## src/rtl/dmairq_pkg.sv

```systemverilog
package dmairq_pkg;
  // Word indices inside one channel window (byte offset / 4)
  localparam logic [3:0] WI_CTRL = 4'd0;
  localparam logic [3:0] WI_STAT = 4'd1;
  localparam logic [3:0] WI_CUR  = 4'd2;
  localparam logic [3:0] WI_TAIL = 4'd4;

  localparam int CB_RUN    = 0;
  localparam int CB_TAILMD = 1;
  localparam int CB_SRST   = 2;
  localparam int FLD_LO    = 12;   // interrupt flag field 14:12
  localparam int THR_LO    = 16;   // threshold 23:16
  localparam int DLY_LO    = 24;   // delay 31:24

  localparam logic [31:0] CTRL_RST = 32'h0001_0000;
endpackage

```

## src/rtl/irq_coal_counter.sv

```systemverilog
module irq_coal_counter #(
  parameter int W = 8
) (
  input  logic         clk,
  input  logic         rst_n,
  input  logic         reload,
  input  logic [W-1:0] reload_val,
  input  logic         cpl,
  input  logic [W-1:0] thresh,
  output logic [W-1:0] cnt,
  output logic         hit
);
  localparam logic [W-1:0] ONE = W'(1);

  assign hit = cpl && !reload && (cnt <= ONE);

  always_ff @(posedge clk or negedge rst_n) begin
    if (!rst_n)          cnt <= ONE;
    else if (reload)     cnt <= reload_val;
    else if (hit)        cnt <= thresh;
    else if (cpl)        cnt <= cnt - ONE;
  end

  assert_reload_on_hit_R5: assert property (@(posedge clk) disable iff (!rst_n)
    hit |=> (cnt == $past(thresh)));
endmodule

```

## src/rtl/irq_delay_timer.sv

```systemverilog
module irq_delay_timer #(
  parameter int W        = 8,
  parameter int PRESCALE = 16
) (
  input  logic         clk,
  input  logic         rst_n,
  input  logic         clr,
  input  logic         load,
  input  logic [W-1:0] load_val,
  output logic [W-1:0] cnt,
  output logic         expire
);
  localparam int PW = (PRESCALE > 1) ? $clog2(PRESCALE) : 1;
  localparam logic [PW-1:0] PLAST = PW'(PRESCALE - 1);

  logic [PW-1:0] pc;
  logic          tick;

  assign tick   = (pc == PLAST);
  assign expire = !clr && !load && (cnt == W'(1)) && tick;

  always_ff @(posedge clk or negedge rst_n) begin
    if (!rst_n) begin
      cnt <= '0;
      pc  <= '0;
    end else if (clr) begin
      cnt <= '0;
      pc  <= '0;
    end else if (load) begin
      cnt <= load_val;
      pc  <= '0;
    end else if (cnt != '0) begin
      if (tick) begin
        pc  <= '0;
        cnt <= cnt - W'(1);
      end else begin
        pc  <= pc + PW'(1);
      end
    end
  end

  assert_expire_empties_R6: assert property (@(posedge clk) disable iff (!rst_n)
    expire |=> (cnt == '0));
endmodule

```

## src/rtl/dma_irq_coalesce_regs.sv

```systemverilog
module dma_irq_coalesce_regs
  import dmairq_pkg::*;
#(
  parameter int AW       = 6,
  parameter int PRESCALE = 16
) (
  input  logic          clk,
  input  logic          rst_n,
  input  logic          reg_wr,
  input  logic [AW-1:0] reg_addr,
  input  logic [31:0]   reg_wdata,
  output logic [31:0]   reg_rdata,
  input  logic          cpl_pulse,
  output logic          start_pulse,
  output logic          soft_rst,
  output logic          irq
);
  localparam int WW = AW - 2;

  logic [31:0] ctrl_q, cur_q, tail_q;
  logic        halt_q, idle_q, start_q;
  logic [2:0]  flg_q;
  logic [7:0]  coal_cnt, tmr_cnt;
  logic        coal_hit, tmr_exp;

  logic [WW-1:0] word;
  logic wr_ctrl, wr_stat, wr_cur, wr_tail, srst_wr, run_wr;
  logic [31:0] ctrl_wval;
  logic [2:0]  flg_n;
  logic        halt_n, idle_n;
  logic        unused_lsb;

  assign unused_lsb = ^reg_addr[1:0];
  assign word    = reg_addr[AW-1:2];
  assign wr_ctrl = reg_wr && (word == WW'(WI_CTRL));
  assign wr_stat = reg_wr && (word == WW'(WI_STAT));
  assign wr_cur  = reg_wr && (word == WW'(WI_CUR));
  assign wr_tail = reg_wr && (word == WW'(WI_TAIL));
  assign srst_wr = wr_ctrl && reg_wdata[CB_SRST];
  assign run_wr  = wr_ctrl && reg_wdata[CB_RUN] && !reg_wdata[CB_SRST] && !ctrl_q[CB_SRST];

  assign ctrl_wval = srst_wr ? (CTRL_RST | 32'h6) : (reg_wdata | 32'h2);

  irq_coal_counter #(.W(8)) u_coal (
    .clk        (clk),
    .rst_n      (rst_n),
    .reload     (wr_ctrl || tmr_exp),
    .reload_val (wr_ctrl ? ctrl_wval[THR_LO+:8] : ctrl_q[THR_LO+:8]),
    .cpl        (cpl_pulse),
    .thresh     (ctrl_q[THR_LO+:8]),
    .cnt        (coal_cnt),
    .hit        (coal_hit)
  );

  irq_delay_timer #(.W(8), .PRESCALE(PRESCALE)) u_tmr (
    .clk      (clk),
    .rst_n    (rst_n),
    .clr      (srst_wr),
    .load     (cpl_pulse && (ctrl_q[DLY_LO+:8] != 8'd0)),
    .load_val (ctrl_q[DLY_LO+:8]),
    .cnt      (tmr_cnt),
    .expire   (tmr_exp)
  );

  always_comb begin
    flg_n  = flg_q;
    halt_n = halt_q;
    idle_n = idle_q;
    if (wr_stat) begin
      flg_n  = flg_q & ~reg_wdata[FLD_LO+:3];
      halt_n = reg_wdata[0];
      idle_n = reg_wdata[1];
    end
    if (coal_hit) flg_n[0] = 1'b1;
    if (tmr_exp)  flg_n[1] = 1'b1;
    if (wr_tail)  idle_n = 1'b0;
    if (run_wr) begin
      halt_n = 1'b0;
      idle_n = 1'b0;
    end
    if (srst_wr) begin
      flg_n  = '0;
      halt_n = 1'b1;
      idle_n = 1'b0;
    end
  end

  always_ff @(posedge clk or negedge rst_n) begin
    if (!rst_n) begin
      ctrl_q  <= CTRL_RST;
      cur_q   <= '0;
      tail_q  <= '0;
      halt_q  <= 1'b1;
      idle_q  <= 1'b0;
      flg_q   <= '0;
      start_q <= 1'b0;
    end else begin
      if (wr_ctrl)      ctrl_q <= ctrl_wval;
      else              ctrl_q[CB_SRST] <= 1'b0;
      if (wr_cur)       cur_q  <= reg_wdata;
      if (wr_tail)      tail_q <= reg_wdata;
      halt_q  <= halt_n;
      idle_q  <= idle_n;
      flg_q   <= flg_n;
      start_q <= wr_tail;
    end
  end

  always_comb begin
    case (word)
      WW'(WI_CTRL): reg_rdata = ctrl_q;
      WW'(WI_STAT): reg_rdata = {tmr_cnt, coal_cnt, 1'b0, flg_q, 10'd0, idle_q, halt_q};
      WW'(WI_CUR):  reg_rdata = cur_q;
      WW'(WI_TAIL): reg_rdata = tail_q;
      default:      reg_rdata = '0;
    endcase
  end

  assign irq         = |(flg_q & ctrl_q[FLD_LO+:3]);
  assign soft_rst    = ctrl_q[CB_SRST];
  assign start_pulse = start_q;

  assert_tailmode_set_R2: assert property (@(posedge clk) disable iff (!rst_n)
    $past(wr_ctrl) |-> ctrl_q[CB_TAILMD]);
  assert_srst_state_R3: assert property (@(posedge clk) disable iff (!rst_n)
    soft_rst |-> (halt_q && !idle_q && flg_q == 3'b000 && tmr_cnt == 8'd0));
  assert_irq_has_flag_R7: assert property (@(posedge clk) disable iff (!rst_n)
    irq |-> (flg_q != 3'b000));
  assert_start_from_tail_R10: assert property (@(posedge clk) disable iff (!rst_n)
    start_pulse |-> $past(reg_wr && reg_addr[AW-1:2] == WW'(WI_TAIL)));
  assert_flag_from_count_R5: assert property (@(posedge clk) disable iff (!rst_n)
    $rose(flg_q[0]) |-> $past(coal_hit));
endmodule

```

## config.mk

```make
export PLATFORM = sky130hd
export DESIGN_NAME = dma_irq_coalesce_regs
export DESIGN_NICKNAME = d
export VERILOG_FILES = /design/src/rtl/dmairq_pkg.sv /design/src/rtl/irq_coal_counter.sv /design/src/rtl/irq_delay_timer.sv /design/src/rtl/dma_irq_coalesce_regs.sv
export SDC_FILE = /design/constraint.sdc
export NUM_CORES = 1
export LEC_CHECK = 0
export ABC_CLOCK_PERIOD_IN_PS = 3070
export BUFFER_PORTS_ARGS = -buffer_cell sky130_fd_sc_hd__buf_2
export CELL_PAD_IN_SITES_DETAIL_PLACEMENT = 1
export CELL_PAD_IN_SITES_GLOBAL_PLACEMENT = 2
export CORE_UTILIZATION = 38
export DETAILED_ROUTE_END_ITERATION = 12
export GPL_ROUTABILITY_DRIVEN = 0
export HOLD_SLACK_MARGIN = 0.06
export PLACE_DENSITY = 0.84
export SLEW_MARGIN = 15
export SYNTH_ARGS = -nofsm -noshare
export SYNTH_HDL_FRONTEND = slang
export SYNTH_SLANG_ARGS = --single-unit
```

## constraint.sdc

```tcl
create_clock -name clk -period 3.07 [get_ports clk]
set_clock_uncertainty 0.1 [all_clocks]
set_input_delay 0.1535 -clock clk [delete_from_list [all_inputs] [get_ports clk]]
set_output_delay 0.1535 -clock clk [all_outputs]
set_load 0.01 [all_outputs]
```

==> results_dict.tcl, run 1 <==
set metrics [dict create \
    dr_wl_met3_um 633 \
    power_uw 5470 \
    routed_wl_um 17500 \
    track_usage_pct 23.4 \
    final_max_slew_viol_count 0 \
    viasPerCell 5.52 \
    grt_pass1_vias 5469 \
    worst-setup-path-type "register to register" \
    nNetsFinal 718 \
    tightestPinTransition_ns 0.707 \
    vias 4933 \
    multiInputGateArea_um2 2760 \
    synthArstFlopShare_pct 100 \
    drive_gt1_share_pct 29.6 \
    final-hold-violation-count 0 \
    grt_pass1_wl_um 29200 \
    die_area_um2 16500 \
    dpl.hpwl_um 11000 \
    leakage_uw 0.00360 \
    yosys.area.top_type_share_pct 48.9 \
    cts.root.buffer_cell "clkbuf_16" \
    wl_per_cell_um 19.6 \
    cts_setup_buffers 0 \
    cp.arrival_ns 2.46 \
    cts_buffers 17 \
    wl_met1_um 7780 \
    seq_area_frac_synth_pct 50.2 \
    met2_wirelength_um 8800 \
    rsz0062_at_grt "no" \
    core-area_um2 15400 \
    initial_core_util_pct 39.5 \
    ant_nets 0 \
    ys_seq_elements 122 \
    endpoint_kind "register" \
    setup_viol 0 \
    io_pins 77 \
    htreeDepth 4 \
    ir_worst_vdd_mv 0.452 \
    route.detailed.drc 0 \
    synth_top_cells_by_count "119 x dfrtp_1, 82 x nand2_1, 65 x mux2_2" \
    die_y_um 129 \
    hold_path_class "primary input to register" \
    yosysWarnings 0 \
    p_per_area_nw_per_um2 724 \
    first_iter_violations 284 \
    syn_inst 567 \
    routed.top_layer "met4" \
    yosysMostFrequentCell "dfrtp_1" \
    clk_pin_slew_ns 0.05 \
    fillers 1731 \
    syn_nets 615 \
    setup_tns_ns 0 \
    fin_util_pct 49.0 \
    drv_cap 0 \
    finalCriticalPeriod_ns 2.27 \
    slew_headroom_pct 52.8 \
    insertion_delay_ns 0.42 \
    run_status "complete, no violations" \
    crit_required_ns 3.26 \
    drtPass1Iterations 5 \
    critical_path.max_stage_delay_ns 0.57 \
    die_w_um 129 \
    synth_cell_type_count 62 \
    clockBufferDepth 2 \
    grt_antenna_before_repair 0 \
    cp_cell_sequence "inv_1, ha_1, or2_2, and3_1, a221o_1, o211ai_1, mux2i_1" \
    seq_area_um2 3060 \
    grt_max_degree 52 \
    fin_crit_sh_pct 73.8 \
    overflow 0 \
    synth_area_leaders "dfrtp_1 49%, mux2_2 12%, a22oi_1 5.2%" \
    slowest_stage "dfstp_2" \
    fmax_ghz 0.441 \
    cp_max_fo 7 \
    reg2reg_slack_ns 0.80 \
    antenna_cells 0 \
    synth_flop_cell "dfrtp_1" \
    cts_tree "done" \
    synth_enable_flop_cells 0 \
    io_buffer_count 74 \
    syn2layout_area_growth_pct 24.2 \
    rows 45 \
    cts_sinks 122 \
    cp-start-kind "register" \
    avgSynthCellArea_um2 10.7 \
    synth_top_cell_by_area "dfrtp_1" \
    syn_area_um2 6090 \
]
-- final timing paths --
| path | startpoint | end | cells after the start |
|---|---|---|---|
| min reg2reg | ctrl_q[1] | ctrl_q[1] | 1 |
| max reg2reg | u_coal.cnt[0] | u_coal.cnt[5] | 7 |
| min in group asynchronous | rst_n | cur_q[28] | 2 |
| max in group asynchronous | rst_n | halt_q | 3 |
| max | u_coal.cnt[0] | u_coal.cnt[5] | 7 |
| min | cpl_pulse | u_tmr.cnt[4] | 3 |
-- logic make-up (layout without fill, tap and decap cells) --
kind of cell | Yosys count | count (layout) | synth area share [%]
and+or+nand+nor | 160 | 160 | 13.9
DFF | 122 | 122 | 50.2
AOI/OAI and AO/OA | 143 | 143 | 16.4
xor gates and xnor gates | 4 | 4 | 0.575
buffers and inverters | 62 | 178 | 4.85
muxes | 70 | 70 | 12.8
adders and majority gates | 6 | 6 | 1.23
-- power breakdown --
| part | internal [µW] | total [µW] | switching [µW] |
|---|---|---|---|
| combinational | 549 | 1090 | 545 |
| sequential | 2000 | 2360 | 360 |
| clock | 1300 | 2020 | 726 |
| total | 3840 | 5470 | 1630 |
-- critical path: cells and delay by family, from the launching register on --
kind	cells	cell delay, ns
and+or+nand+nor	2	0.61
DFF	1	0.57
AOI/OAI and AO/OA	2	0.47
muxes	1	0.09
buffers and inverters	1	0.08
adders and majority gates	1	0.23
-- sequential cells by signal, summed over array words and instances (netlist names) --
signal and count:
u_coal.cnt 8, halt_q 1, u_tmr.cnt 8, flg_q 3, cur_q 32, ctrl_q 32
idle_q 1, start_pulse 1, tail_q 32, u_tmr.pc 4
-- per-layer routing --
metal / up-vias / GRT usage [%]
met5: - / 0
met3: 22 / 5.11
met4: 0 / 8.65
li1: 2255 / -
met2: 105 / 39.1
met1: 2551 / 29.7
-- per-stage QoR --
step	instances	hold WS [ns]	setup slack [ns]	area [µm²]
CTS	894	0.129	0.809	7570
global route	894	0.181	0.663	7570
global placement	830	0.142	0.839	6650
finish	894	0.150	0.803	7570
detailed placement	830	0.152	0.822	6650
floorplan	567	-0.242	0.922	6090
-- timing repair --
| action | 4_1_cts | 5_1_grt |
|---|---|---|
| hold buffers | 32 | 0 |
| resized for setup | 0 | 0 |
| hold endpoints to repair | 148 | 0 |
-- area by class of cell --
class	count	area share (%)
Tap cell	211	3.49
Multi-Input combinational cell	383	36.4
Clock buffer	21	5.95
Inverter	27	1.34
Clock inverter	11	1.92
Timing Repair Buffer	119	10.5
Sequential cell	122	40.4
-- cell usage in the layout, fill, tap and decap left out, types with 3 or more instances in the layout --
cell | synthesis | final
inv_1 | 26 | 26
dfrtp_1 | 119 | 119
and3_1 | 3 | 3
nand2_1 | 82 | 82
a21o_1 | 3 | 3
clkinvlp_4 | 0 | 3
clkbuf_1 | 21 | 3
dfstp_2 | 3 | 3
nor2_1 | 12 | 12
ha_1 | 6 | 6
a21oi_1 | 13 | 13
mux2_2 | 65 | 65
a211oi_1 | 6 | 6
buf_4 | 1 | 14
buf_2 | 5 | 73
a22oi_1 | 42 | 42
nand2b_1 | 29 | 29
clkbuf_16 | 0 | 17
o21ai_0 | 39 | 39
a222oi_1 | 12 | 12
o31ai_1 | 4 | 4
nand3_1 | 8 | 7
o211ai_1 | 3 | 3
mux2i_1 | 5 | 5
clkinv_2 | 0 | 3
dlygate4sd3_1 | 0 | 32
bufinv_16 | 0 | 3
Note: power is estimated with default switching activity, not from simulation.
==> run 2, diff against run 1 <==
--- a/config.mk
+++ b/config.mk
@@ -5,7 +5,7 @@
 export SDC_FILE = /design/constraint.sdc
 export NUM_CORES = 1
 export LEC_CHECK = 0
-export ABC_CLOCK_PERIOD_IN_PS = 3070
+export ABC_CLOCK_PERIOD_IN_PS = 2300
 export BUFFER_PORTS_ARGS = -buffer_cell sky130_fd_sc_hd__buf_2
 export CELL_PAD_IN_SITES_DETAIL_PLACEMENT = 1
 export CELL_PAD_IN_SITES_GLOBAL_PLACEMENT = 2
==> constraint.sdc (replaced) <==
create_clock -name clk -period 2.3 [get_ports clk]
set_clock_uncertainty 0.1 [all_clocks]
set_input_delay 0.115 -clock clk [delete_from_list [all_inputs] [get_ports clk]]
set_output_delay 0.115 -clock clk [all_outputs]
set_load 0.01 [all_outputs]
==> results_dict.tcl, run 2 (same netlist as run 1, synthesis figures left out) <==
set metrics [dict create \
    setup_viol 0 \
    seq_area_um2 3060 \
    cts_setup_buffers 0 \
    grt_pass1_vias 5297 \
    top_regs "ctrl_q x32, cur_q x32, tail_q x32" \
    io_pins 77 \
    nNetsFinal 730 \
    dpl.hpwl_um 11700 \
    cp_max_fo 7 \
    drive_gt1_share_pct 30.8 \
    fin_area_um2 7700 \
    vias 4962 \
    critical_path.max_stage_delay_ns 0.57 \
    routed_wl_um 17700 \
    io_buffer_count 74 \
    final-hold-violation-count 0 \
    fin_crit_sh_pct 96.6 \
    rsz0062_at_grt "no" \
    worst-path-buf-inv 1 \
    met2_wirelength_um 8580 \
    final_max_slew_viol_count 0 \
    ant_nets 0 \
    cp_cell_sequence "inv_1, ha_1, or2_2, and3_4, a221o_1, o211ai_1, mux2i_1" \
    fmax_ghz 0.450 \
    leakage_uw 0.00368 \
    grt_antenna_before_repair 0 \
    antenna_cells 0 \
    first_iter_violations 177 \
    viasPerCell 5.48 \
    cts_tree "done" \
    crit_required_ns 2.50 \
    grt_pass1_wl_um 28600 \
    wl_met1_um 8180 \
    final_common_cell "dfrtp_1" \
    overflow 0 \
    run_status "complete, no violations" \
    final_cell_mix "119 x dfrtp_1, 82 x nand2_1, 73 x buf_2" \
    insertion_delay_ns 0.42 \
    cts_buffers 17 \
    grt_max_degree 45 \
    hold_path_class "primary input to register" \
    initial_core_util_pct 39.5 \
    worst-setup-path-type "register to register" \
    cp.arrival_ns 2.42 \
    clk_pin_slew_ns 0.06 \
    slowest_stage "dfstp_2" \
    clockBufferDepth 2 \
    core-area_um2 15400 \
    slew_headroom_pct 58.9 \
    drv_cap 0 \
    dr_wl_met3_um 763 \
    power_uw 7470 \
    fillers 1689 \
    htreeDepth 4 \
    finalCriticalPeriod_ns 2.22 \
    p_per_area_nw_per_um2 970 \
    critical_path.top_delay_family "simple AND/OR/NAND/NOR gates" \
    multiInputGateArea_um2 2770 \
    rows 45 \
    track_usage_pct 22.9 \
    route.detailed.drc 0 \
    cts.root.buffer_cell "clkbuf_16" \
    die_area_um2 16500 \
    placed_area_um2 6770 \
    tightestPinTransition_ns 0.617 \
    die_w_um 129 \
    syn2layout_area_growth_pct 26.4 \
    fin_util_pct 49.9 \
    setup_tns_ns 0 \
    drtPass1Iterations 5 \
    ir_worst_vdd_mv 0.613 \
    routed.top_layer "met4" \
    wl_per_cell_um 19.6 \
    endpoint_kind "register" \
    die_y_um 129 \
    cp-start-kind "register" \
    cts_sinks 122 \
]
run 2: changes by cell type in the layout (fill, tap and decap cells not counted), sizes merged:
cell	change
buf	+12
bufinv	+1
clkbuf	+2
inv	-1
clkinv	+1
clkinvlp	-3
run 2: metal layers:
layer / global-route usage, % / up-vias
li1: - / 2288
met1: 30.4 / 2558
met2: 37.3 / 102
met3: 5.49 / 14
met4: 6.44 / 0
met5: 0 / -
run 2: cell type report:
type / count / share of cell area (%)
Clock buffer: 23 / 5.95
Timing Repair Buffer: 131 / 11.8
Clock inverter: 9 / 1.89
Sequential cell: 122 / 39.7
Multi-Input combinational cell: 383 / 35.9
Tap cell: 211 / 3.43
Inverter: 27 / 1.32
run 2: power breakdown:
| part | switching, µW | total [µW] | internal [µW] |
|---|---|---|---|
| sequential | 429 | 3100 | 2670 |
| clock | 939 | 2770 | 1830 |
| combinational | 811 | 1600 | 787 |
| total | 2180 | 7470 | 5290 |
run 2: worst min-delay path: cells and delay by family:
| kind | cells | cell delay [ns] |
|---|---|---|
| AO/OA/AOI/OAI | 1 | 0.07 |
| buffers and inverters | 1 | 0.25 |
| AND/OR/NAND/NOR | 1 | 0.14 |
run 2: what timing repair did:
item / 4_1_cts / 5_1_grt
endpoints found under the setup margin: 0 / 3
hold buffers: 32 / 0
endpoints found under the hold margin: 145 / 0
resized for setup: 0 / 3
run 2: through the flow:
| step | instances | hold slack [ns] | worst slack, ns |
|---|---|---|---|
| after global routing | 906 | 0.135 | 0.000195 |
| after global placement | 842 | 0.0499 | 0.109 |
| after floorplan | 567 | -0.281 | 0.152 |
| after CTS | 906 | 0.0746 | 0.0213 |
| after detailed placement | 842 | 0.0701 | 0.0626 |
| final | 906 | 0.0915 | 0.0777 |
run 2: final timing paths:
check / depth (start not counted) / from / slack [ns] / end
hold reg to reg: 2 / tail_q[1] / 0.38 / tail_q[1]
setup / recovery: 7 / u_coal.cnt[0] / 0.08 / u_coal.cnt[5]
max in group asynchronous: 3 / rst_n / 1.17 / ctrl_q[16]
min in group asynchronous: 2 / rst_n / 0.21 / u_tmr.cnt[2]
setup reg to reg: 7 / u_coal.cnt[0] / 0.08 / u_coal.cnt[5]
hold / removal: 3 / cpl_pulse / 0.09 / u_tmr.cnt[7]
